### src/rtl/ssr_pkg.sv
package ssr_pkg;

    typedef enum logic [1:0] {
        ST_RELEASED = 2'd0,
        ST_RISE     = 2'd1,
        ST_FALL     = 2'd2
    } seq_state_t;

    localparam int          PHASE_W    = 4;
    localparam int          LEVEL_W    = 4;
    localparam int          STEPS      = 1 << PHASE_W;
    localparam int          PEAK_PHASE = STEPS / 2;
    localparam int          MID_RISE   = PEAK_PHASE / 2;
    localparam int          MID_FALL   = PEAK_PHASE + MID_RISE;
    localparam logic [1:0]  SEL_EXT    = 2'b11;
    localparam int          MID_MV     = 3000;

    function automatic logic [11:0] level_mv(input logic [LEVEL_W-1:0] lvl);
        logic [11:0] mv;
        unique case (lvl)
            4'd0:    mv = 12'd2500;
            4'd1:    mv = 12'd2538;
            4'd2:    mv = 12'd2646;
            4'd3:    mv = 12'd2808;
            4'd4:    mv = 12'd3000;
            4'd5:    mv = 12'd3191;
            4'd6:    mv = 12'd3353;
            4'd7:    mv = 12'd3462;
            4'd8:    mv = 12'd3500;
            default: mv = 12'd3000;
        endcase
        return mv;
    endfunction

endpackage

### src/rtl/ssr_step_prescaler.sv
module ssr_step_prescaler #(
    parameter int CNT_W = 8
) (
    input  logic             clk,
    input  logic             rst_n,
    input  logic             run,
    input  logic [CNT_W-1:0] div,
    output logic [CNT_W-1:0] cnt,
    output logic             tick
);
    // tick marks the last clock of the current step
    assign tick = run && (cnt == (div - CNT_W'(1)));

    always_ff @(posedge clk) begin
        if (!rst_n) begin
            cnt <= '0;
        end else if (!run || tick) begin
            cnt <= '0;
        end else begin
            cnt <= cnt + CNT_W'(1);
        end
    end
endmodule

### src/rtl/ssr_level_map.sv
module ssr_level_map
    import ssr_pkg::*;
#(
    parameter int CODE_W = 12
) (
    input  logic [PHASE_W-1:0] phase,
    output logic [CODE_W-1:0]  code
);
    logic [LEVEL_W-1:0] lvl;

    // fold the 16-step phase onto the 9 levels: up 0..8, down 7..1
    always_comb begin
        if (phase <= PHASE_W'(PEAK_PHASE)) begin
            lvl = LEVEL_W'(phase);
        end else begin
            lvl = LEVEL_W'(5'(STEPS) - {1'b0, phase});
        end
        code = CODE_W'(level_mv(lvl));
    end
endmodule

### src/rtl/ssr_relay_lead.sv
module ssr_relay_lead
    import ssr_pkg::*;
#(
    parameter int CNT_W     = 8,
    parameter int LEAD_CLKS = 160
) (
    input  logic               run,
    input  logic [PHASE_W-1:0] phase,
    input  logic [CNT_W-1:0]   cnt,
    input  logic [CNT_W-1:0]   div,
    output logic               warn
);
    localparam int REM_W = CNT_W + PHASE_W;

    logic [PHASE_W-1:0] steps_left;
    logic [REM_W-1:0]   clks_left;

    // clocks until the next entry into step 4 or step 12
    always_comb begin
        steps_left = {1'b0, 3'(3'(MID_RISE) - phase[2:0])};
        if (steps_left == '0) begin
            steps_left = PHASE_W'(PEAK_PHASE);
        end
        clks_left = REM_W'(steps_left) * REM_W'(div) - REM_W'(cnt);
        warn      = run && ({{(32-REM_W){1'b0}}, clks_left} <= 32'(LEAD_CLKS));
    end
endmodule

### src/rtl/sine_step_seq.sv
module sine_step_seq
    import ssr_pkg::*;
#(
    parameter int DIV_SEL0  = 100,
    parameter int DIV_SEL1  = 80,
    parameter int DIV_SEL2  = 40,
    parameter int LEAD_CLKS = 160,
    parameter int CNT_W     = 8,
    parameter int CODE_W    = 12
) (
    input  logic              clk,
    input  logic              rst_n,
    input  logic [1:0]        freq_sel,
    output logic [CODE_W-1:0] amp_code,
    output logic              drive_en,
    output logic              sign_neg,
    output logic              mid_cross,
    output logic              relay_warn
);
    localparam logic [PHASE_W-1:0] LAST_PHASE = PHASE_W'(STEPS - 1);
    localparam logic [PHASE_W-1:0] RISE_LAST  = PHASE_W'(PEAK_PHASE - 1);

    seq_state_t         state, nxt_state;
    logic [PHASE_W-1:0] phase, nxt_phase;
    logic [1:0]         sel_act, nxt_sel;
    logic [CNT_W-1:0]   div, cnt;
    logic               run, tick, lead_warn;
    logic [CODE_W-1:0]  lvl_code;

    assign run = (state != ST_RELEASED);

    always_comb begin
        unique case (sel_act)
            2'b00:   div = CNT_W'(DIV_SEL0);
            2'b01:   div = CNT_W'(DIV_SEL1);
            2'b10:   div = CNT_W'(DIV_SEL2);
            default: div = CNT_W'(DIV_SEL0);
        endcase
    end

    ssr_step_prescaler #(.CNT_W(CNT_W)) presc_i (
        .clk   (clk),
        .rst_n (rst_n),
        .run   (run),
        .div   (div),
        .cnt   (cnt),
        .tick  (tick)
    );

    ssr_level_map #(.CODE_W(CODE_W)) lvl_i (
        .phase (phase),
        .code  (lvl_code)
    );

    ssr_relay_lead #(.CNT_W(CNT_W), .LEAD_CLKS(LEAD_CLKS)) lead_i (
        .run   (run),
        .phase (phase),
        .cnt   (cnt),
        .div   (div),
        .warn  (lead_warn)
    );

    // next-state logic
    always_comb begin
        nxt_state = state;
        nxt_phase = phase;
        nxt_sel   = sel_act;
        unique case (state)
            ST_RELEASED: begin
                if (freq_sel != SEL_EXT) begin
                    nxt_state = ST_RISE;
                    nxt_phase = '0;
                    nxt_sel   = freq_sel;
                end
            end
            ST_RISE: begin
                if (tick) begin
                    nxt_phase = phase + PHASE_W'(1);
                    if (phase == RISE_LAST) begin
                        nxt_state = ST_FALL;
                    end
                end
            end
            ST_FALL: begin
                if (tick) begin
                    if (phase == LAST_PHASE) begin
                        nxt_phase = '0;
                        nxt_sel   = freq_sel;
                        nxt_state = (freq_sel == SEL_EXT) ? ST_RELEASED : ST_RISE;
                    end else begin
                        nxt_phase = phase + PHASE_W'(1);
                    end
                end
            end
            default: begin
                nxt_state = ST_RELEASED;
                nxt_phase = '0;
                nxt_sel   = SEL_EXT;
            end
        endcase
    end

    // state register
    always_ff @(posedge clk) begin
        if (!rst_n) begin
            state   <= ST_RELEASED;
            phase   <= '0;
            sel_act <= SEL_EXT;
        end else begin
            state   <= nxt_state;
            phase   <= nxt_phase;
            sel_act <= nxt_sel;
        end
    end

    // outputs
    always_comb begin
        amp_code   = CODE_W'(MID_MV);
        drive_en   = 1'b0;
        sign_neg   = 1'b0;
        mid_cross  = 1'b0;
        relay_warn = lead_warn;
        unique case (state)
            ST_RISE: begin
                amp_code  = lvl_code;
                drive_en  = 1'b1;
                mid_cross = (phase == PHASE_W'(MID_RISE)) && (cnt == '0);
            end
            ST_FALL: begin
                amp_code  = lvl_code;
                drive_en  = 1'b1;
                sign_neg  = 1'b1;
                mid_cross = (phase == PHASE_W'(MID_FALL)) && (cnt == '0);
            end
            default: begin
                relay_warn = 1'b0;
            end
        endcase
    end
endmodule

### config.mk
export PLATFORM = sky130hd
export DESIGN_NAME = sine_step_seq
export DESIGN_NICKNAME = d
export VERILOG_FILES = /design/src/rtl/ssr_pkg.sv /design/src/rtl/ssr_step_prescaler.sv /design/src/rtl/ssr_level_map.sv /design/src/rtl/ssr_relay_lead.sv /design/src/rtl/sine_step_seq.sv
export SDC_FILE = /design/constraint.sdc
export NUM_CORES = 1
export LEC_CHECK = 0
export ABC_CLOCK_PERIOD_IN_PS = 7700
export BUFFER_PORTS_ARGS = -buffer_cell sky130_fd_sc_hd__buf_2
export CAP_MARGIN = 20
export CORE_ASPECT_RATIO = 0.9
export CORE_UTILIZATION = 45
export CTS_CLUSTER_DIAMETER = 30
export DETAILED_ROUTE_END_ITERATION = 16
export GPL_TIMING_DRIVEN = 0
export PLACE_DENSITY = 0.72
export SYNTH_ARGS = -nofsm -noshare
export SYNTH_HDL_FRONTEND = slang
export SYNTH_HIERARCHICAL = 1
export SYNTH_SLANG_ARGS = --single-unit
### constraint.sdc
create_clock -name clk -period 7.7 [get_ports clk]
set_clock_uncertainty 0.05 [all_clocks]
set_input_delay 1.155 -clock clk [delete_from_list [all_inputs] [get_ports clk]]
set_output_delay 1.155 -clock clk [all_outputs]
set_load 0.01 [all_outputs]
After elaboration in Yosys (flattened, before gate mapping) --
Memory sizes are Yosys's and may differ from the RTL's. Index checks and enable logic that the tools add are counted.
Cells by class: mux-type cells 24, reductions and logical operators 15, bitwise logic cells 2, add/subtract/negate cells 6, $mul 1, $lt $le $gt $ge 2, eq/ne operators 16
Operator list (number):
- two-way mux 4 bit | 6
- two-way mux 2 bit | 8
- case mux 7 bit (2 select lines) | 1
- less-or-equal comparator 12 x 8 -> 1 bit (second input constant) | 1
- two-way mux 12 bit | 1
- case mux 2 bit (3 select lines) | 2
- case mux 4 bit (3 select lines) | 1
- subtractor 12 x 8 -> 12 bit | 1
- multiplier 4 x 7 -> 11 bit | 1
- adder 8 x 1 -> 8 bit (second input constant) | 1
- == test 4 x 3 -> 1 bit (second input constant) | 2
- == test 4 bit (second input constant) | 2
- == test 8 bit | 1
- logical NOT 8 bit | 1
- inequality test 2 bit (second input constant) | 4
- subtractor 7 x 1 -> 8 bit (second input constant) | 1
- == test 2 bit (second input constant) | 3
- AND reduction 5 bit | 1
- adder 4 x 1 -> 4 bit (second input constant) | 1
- == test 2 x 1 -> 1 bit (second input constant) | 2
- less-or-equal comparator 4 bit (second input constant) | 1
- logical AND 1 bit | 4
- two-way mux 1 bit | 4
- inequality test 2 x 1 -> 1 bit (second input constant) | 2
- other kinds (12) | 14
Word-level totals: input port bits 4, output and inout bits 16, memories kept 1, ROM bits 176, register bits after elaboration 16, word-level logic and storage cells 71
Memories:
- (no name shown) | words 16, width 11, rd ports 1, clocked after Yosys merged registers in 0, write ports 0, RTL line ssr_pkg.sv:20 | unique case (lvl)

Depth between registers and ports, before layout --
depth in word-level cells 8, gate-level depth with buffers 20

Hierarchy --
The synthesis kept the hierarchy.
By module, submodules not included:
- ssr_relay_lead | area each 1322.5 µm², times used 1, cells an instance 154, sequential area each 0.0 µm²
- sine_step_seq | area each 718.2 µm², times used 1, cells an instance 92, sequential area each 160.2 µm²
- ssr_step_prescaler | area each 606.8 µm², times used 1, cells an instance 69, sequential area each 160.2 µm²
- ssr_level_map | area each 459.2 µm², times used 1, cells an instance 72, sequential area each 0.0 µm²

Least setup slack after synthesis --
OpenSTA, ideal clock, no wires.
kind reg2out, start point reg phase[1], end point out relay_warn, data required time 6.495 ns, path slack 1.889 ns, stages on the path, launching flop included 21, arrival time 4.606 ns, path through dfxtp_1 inv_1 ha_1 xor2_1 inv_1 and2_1 clkbuf_1 nand2_1 fa_1 inv_1 fa_1 fa_1 ha_1 buf_6 nand3_1 o211ai_1 o41ai_1 xor2_1 nand2_1 nor4b_4 and2_1
Between the ends: longest elaborated chain between the ends 8
Ends and longest elaborated chain:
- start: declaration | RTL line sine_step_seq.sv:24 | logic [PHASE_W-1:0] phase, nxt_phase;
- start signal: assignment | RTL line sine_step_seq.sv:111 | phase <= nxt_phase;
- subtractor 3 bit * | RTL line ssr_relay_lead.sv:20 | steps_left = {1'b0, 3'(3'(MID_RISE) - phase[2:0])};
- logical NOT 3 bit | RTL line ssr_relay_lead.sv:21 | if (steps_left == '0) begin
- two-way mux 4 bit * | RTL line ssr_relay_lead.sv:21
- multiplier 4 x 7 -> 11 bit * | RTL line ssr_relay_lead.sv:24 | clks_left = REM_W'(steps_left) * REM_W'(div) - REM_W'(cnt);
- subtractor 12 x 8 -> 12 bit * | RTL line ssr_relay_lead.sv:24
- less-or-equal comparator 12 x 8 -> 1 bit * | RTL line ssr_relay_lead.sv:25 | warn = run && ({{(32-REM_W){1'b0}}, clks_left} <= 32'(LEAD_CLKS));
- logical AND 1 bit * | RTL line ssr_relay_lead.sv:25
- named net lead_warn | RTL line sine_step_seq.sv:27 | logic run, tick, lead_warn;
- two-way mux 1 bit * | RTL line sine_step_seq.sv:123 | unique case (state)
- end: declaration | RTL line sine_step_seq.sv:18 | output logic relay_warn
Mark *: on every way through the listed nets, which the timed path passes. The rest lies on a longest branch.

Worst setup path in the final report --
Ends and elaborated chain as after synthesis.

==> summary.txt <==
Finish
  – Fraction of final layout cells sized beyond drive strength 1: between 10% and 20%
  – Most used cells in the layout excluding fill and tap cells: sky130_fd_sc_hd__ha_1 (39), sky130_fd_sc_hd__inv_1 (37), sky130_fd_sc_hd__nand2_1 (37), sky130_fd_sc_hd__conb_1 (25), sky130_fd_sc_hd__buf_2 (21)
  – Filler cell count: ~630
  – Number of inserted diodes: 0
  – Number of nets in the finished design: roughly 500
  – Area taken by flip-flops and latches: 320 um2
  – Post-layout utilization of the core: between 50% and 60%
  – Multi-input gate area in the final layout: between 0.002 and 0.003 mm2
  – Synthesis-to-finish area growth: 10.6%
  – Leading cell type in the layout, fill and taps excluded: sky130_fd_sc_hd__ha_1
  – Final Cell Area: approximately 0.0034 mm2

Timing
  – Final period utilization: around nine tenths
  – Hold Vio Cnt, Final: 0
  – Maximum clock frequency: ~0.15 GHz
  – RSZ-0062 raised after global routing: false
  – Setup violations, final: 0
  – Setup Total Neg Slack: 0 ns
  – Max-Slew Margin vs Limit: between 50% and 60%
  – Final slew viol count: 0
  – WHS: about 0.49 ns
  – Slew at the pin closest to its max-slew limit: 0.668 ns
  – Post-layout minimum cycle time: 6.85 ns

Clocking
  – Setup bufs post-CTS: 0
  – Post-CTS clock slew at the launch and capture registers of the worst setup and hold paths: 0.06 ns
  – Number of H-tree levels: 1
  – CTS-repair resized insts: 0
  – Number of buffers inserted by hold repair at cts: 0
  – CTS Root Buffer Type: sky130_fd_sc_hd__clkbuf_8
  – Total clock buffers created by CTS: 3
  – Clock tree from TritonCTS: yes
  – Clk buf depth: 2
  – Insertion delay to the later sink of the worst-skew pair: around 0.24 ns
  – Clock tree sinks: 16

Worst setup path
  – Setup crit start kind: flop
  – Crit path kind: reg -> out
  – Setup slack, reg-to-reg: between 4 and 5 ns
  – Worst Path Buf+Inv: 6
  – Critical Path Source: phase[1]$_SDFFE_PN0P_
  – Required time of the critical path: between 6 and 7 ns
  – Cell type group with the largest total delay on the critical path: adder cells
  – Worst setup endpoint: relay_warn
  – Startpoint of the worst register-to-register path: sel_act[0]$_SDFFE_PN1P_
  – Crit Reg-Reg Endpoint: sel_act[0]$_SDFFE_PN1P_
  – Crit path arrival time: roughly 5.7 ns
  – Slowest cell on crit path: sky130_fd_sc_hd__dfxtp_1
  – Worst path cell trace: inv_1 -> ha_1 -> xor2_1 -> inv_1 -> and2_1 -> clkbuf_1 -> nand2_1 -> fa_1 -> inv_1 -> fa_1 -> fa_1 -> ha_1 -> buf_6 -> nand3_1 -> o211ai_1 -> o41ai_1 -> xor2_1 -> nand2_1 -> nor4b_4 -> and2_1 -> buf_2
  – Worst r2r path cells: 11
  – Critical Path Stages: 21
  – Worst setup EP type: output pin
  – Critical-path maximum fanout: 15
  – Maximum single-stage delay on the critical path: 0.66 ns

Detailed routing
  – Antenna-violating nets left: 0
  – Number of violations reported at the end of detailed-routing iteration 0: 97
  – Detailed-route DRC error count: 0
  – Routed length per instance: ~13 um
  – Number of vias after detailed routing: ~2800
  – Routed vias/inst: 5.35
  – Initial DRT Pass Iterations: 4
  – Total wirelength of the detailed-routed design: between 6 and 7 mm

Synthesis
  – Count of yosys warnings during synthesis: 6
  – Number of standard cells after synthesis: ~390
  – Number of synthesized flops with an enable pin: 0
  – Cell area after synthesis: between 0.003 and 0.004 mm2
  – Synth Flop Type: sky130_fd_sc_hd__dfxtp_1
  – Area contributors post-synth: sky130_fd_sc_hd__ha_1 (16%), sky130_fd_sc_hd__fa_1 (12%), sky130_fd_sc_hd__dfxtp_1 (10%)
  – Number of flip-flops and latches in the synthesized netlist: 16
  – Biggest area consumer among synthesized cells: sky130_fd_sc_hd__ha_1
  – Proportion of netlist area held by the largest area contributor: 15.7%
  – Mean instance size in the synthesized netlist: around 8 um2
  – Sequential cell area fraction in the yosys report: between 10% and 20%
  – Distinct cells, synth: 66
  – Proportion of register bits with asynchronous set or reset after synthesis: 0%

Place
  – Gp weighted congestion: roughly 0.84
  – Placed inst area: ~0.0034 mm2
  – Post-DP HPWL: 5.32 mm
  – PortBufs: 18

Flow run
  – Max-cap violations: 0

Global routing
  – Maximum number of pins on one net before global-route repair: 16
  – First-pass GRT wire length: ~11 mm
  – Vias in the first global route: around 2500
  – All-layer global routing usage: a little under a fifth
  – Congestion Overflow GR: 0
  – Antenna violations before repair: 0

Power
  – Worst IR Drop VDD: between 0.0002 and 0.00025 V
  – Cell Pwr Density: 400 mW/mm2
  – Total leakage power: around 1.6 nW

Floorplan
  – Die Span Y: between 80 and 90 um
  – DIE WIDTH: between 80 and 90 um
  – Number of placement rows: 28
  – Core Box Area: roughly 0.0066 mm2
  – Overall die area: roughly 0.0072 mm2
  – Initial cell density of the core: between 40% and 50%
  – I/O pin total: 20

Status
  – Result of the run: finished, final reports clean

Worst hold path
  – Class of the tightest hold or removal check: reg -> reg
-- how the worst min path moves through the flow --
stage,start,end,slack [ns],cells after the start
2_1_floorplan,state[0]$_SDFFE_PN0P_,state[0]$_SDFFE_PN0P_,0.45,2
3_3_place_gp,state[0]$_SDFFE_PN0P_,state[0]$_SDFFE_PN0P_,0.48,2
3_5_place_dp,state[0]$_SDFFE_PN0P_,state[0]$_SDFFE_PN0P_,0.49,2
4_1_cts,state[0]$_SDFFE_PN0P_,state[0]$_SDFFE_PN0P_,0.49,2
5_1_grt,state[1]$_SDFFE_PN0P_,state[1]$_SDFFE_PN0P_,0.54,2
6_report,state[0]$_SDFFE_PN0P_,state[0]$_SDFFE_PN0P_,0.49,2
-- cell families after synthesis --
logic type,share of synthesized area (%)
buf+inv,7.65
simple gates,25.5
compound gates,19.2
fa+ha+maj,27.9
other cells,0.242
xor+xnor,7.85
mux,1.33
flops,10.3
-- report_power, final --
group          internal, mW  switching (mW)  total (mW)  leakage (nW)
sequential           0.0954          0.0213       0.117         0.130
combinational         0.529           0.667        1.20          1.40
clock                0.0346          0.0271      0.0617        0.0216
total                 0.659           0.715        1.37          1.55
-- cell usage after synthesis (5+ instances only) --
cell	n
sky130_fd_sc_hd__ha_1	39
sky130_fd_sc_hd__inv_1	37
sky130_fd_sc_hd__nand2_1	37
sky130_fd_sc_hd__fa_1	19
sky130_fd_sc_hd__a21oi_1	18
sky130_fd_sc_hd__and2_1	17
sky130_fd_sc_hd__dfxtp_1	16
sky130_fd_sc_hd__and3_1	14
sky130_fd_sc_hd__nand2b_1	14
sky130_fd_sc_hd__nand3_1	14
sky130_fd_sc_hd__xor2_1	14
sky130_fd_sc_hd__nor2_1	13
sky130_fd_sc_hd__o21ai_0	13
sky130_fd_sc_hd__xnor2_1	12
sky130_fd_sc_hd__a211oi_1	10
sky130_fd_sc_hd__nor3_1	7
sky130_fd_sc_hd__o21ai_1	7
sky130_fd_sc_hd__buf_4	5
-- registers in the layout, indices dropped and copies added (netlist names) --
register and cells:
phase 4, presc_i/cnt 8, sel_act 2, state 2
-- cell type report --
class	instances	area share, %
buffer	12	2.40
clock buffer	3	1.20
inverter	40	4.51
multi-input combinational	342	76.7
sequential	16	9.32
tap	90	3.28
timing repair buffer	18	2.62
-- per-stage QoR --
stage               worst slack (ns)  total power [mW]  instances
detailed placement              1.10              1.32        518
floorplan                       1.89              1.08        410
CTS                            0.824              1.38        521
finish                         0.847              1.37        521
global placement                1.21              1.28        518
global route                   0.413              1.55        521
-- worst min-delay path: stages (launching register included) --
cell and delay, ns:
sky130_fd_sc_hd__dfxtp_1 0.36, sky130_fd_sc_hd__nand2_1 0.07, sky130_fd_sc_hd__mux2i_1 0.06
-- routing by layer --
| layer | GRT usage (%) | routed length (um) | up-vias |
|---|---|---|---|
| met5 | 0 | 0 | - |
| met1 | 27.8 | 3360 | 1324 |
| met2 | 31.4 | 3010 | 42 |
| met3 | 1.42 | 149 | 2 |
| met4 | 1.11 | 13 | 0 |
| li1 | - | - | 1420 |
(Power assumes the default switching activity.)
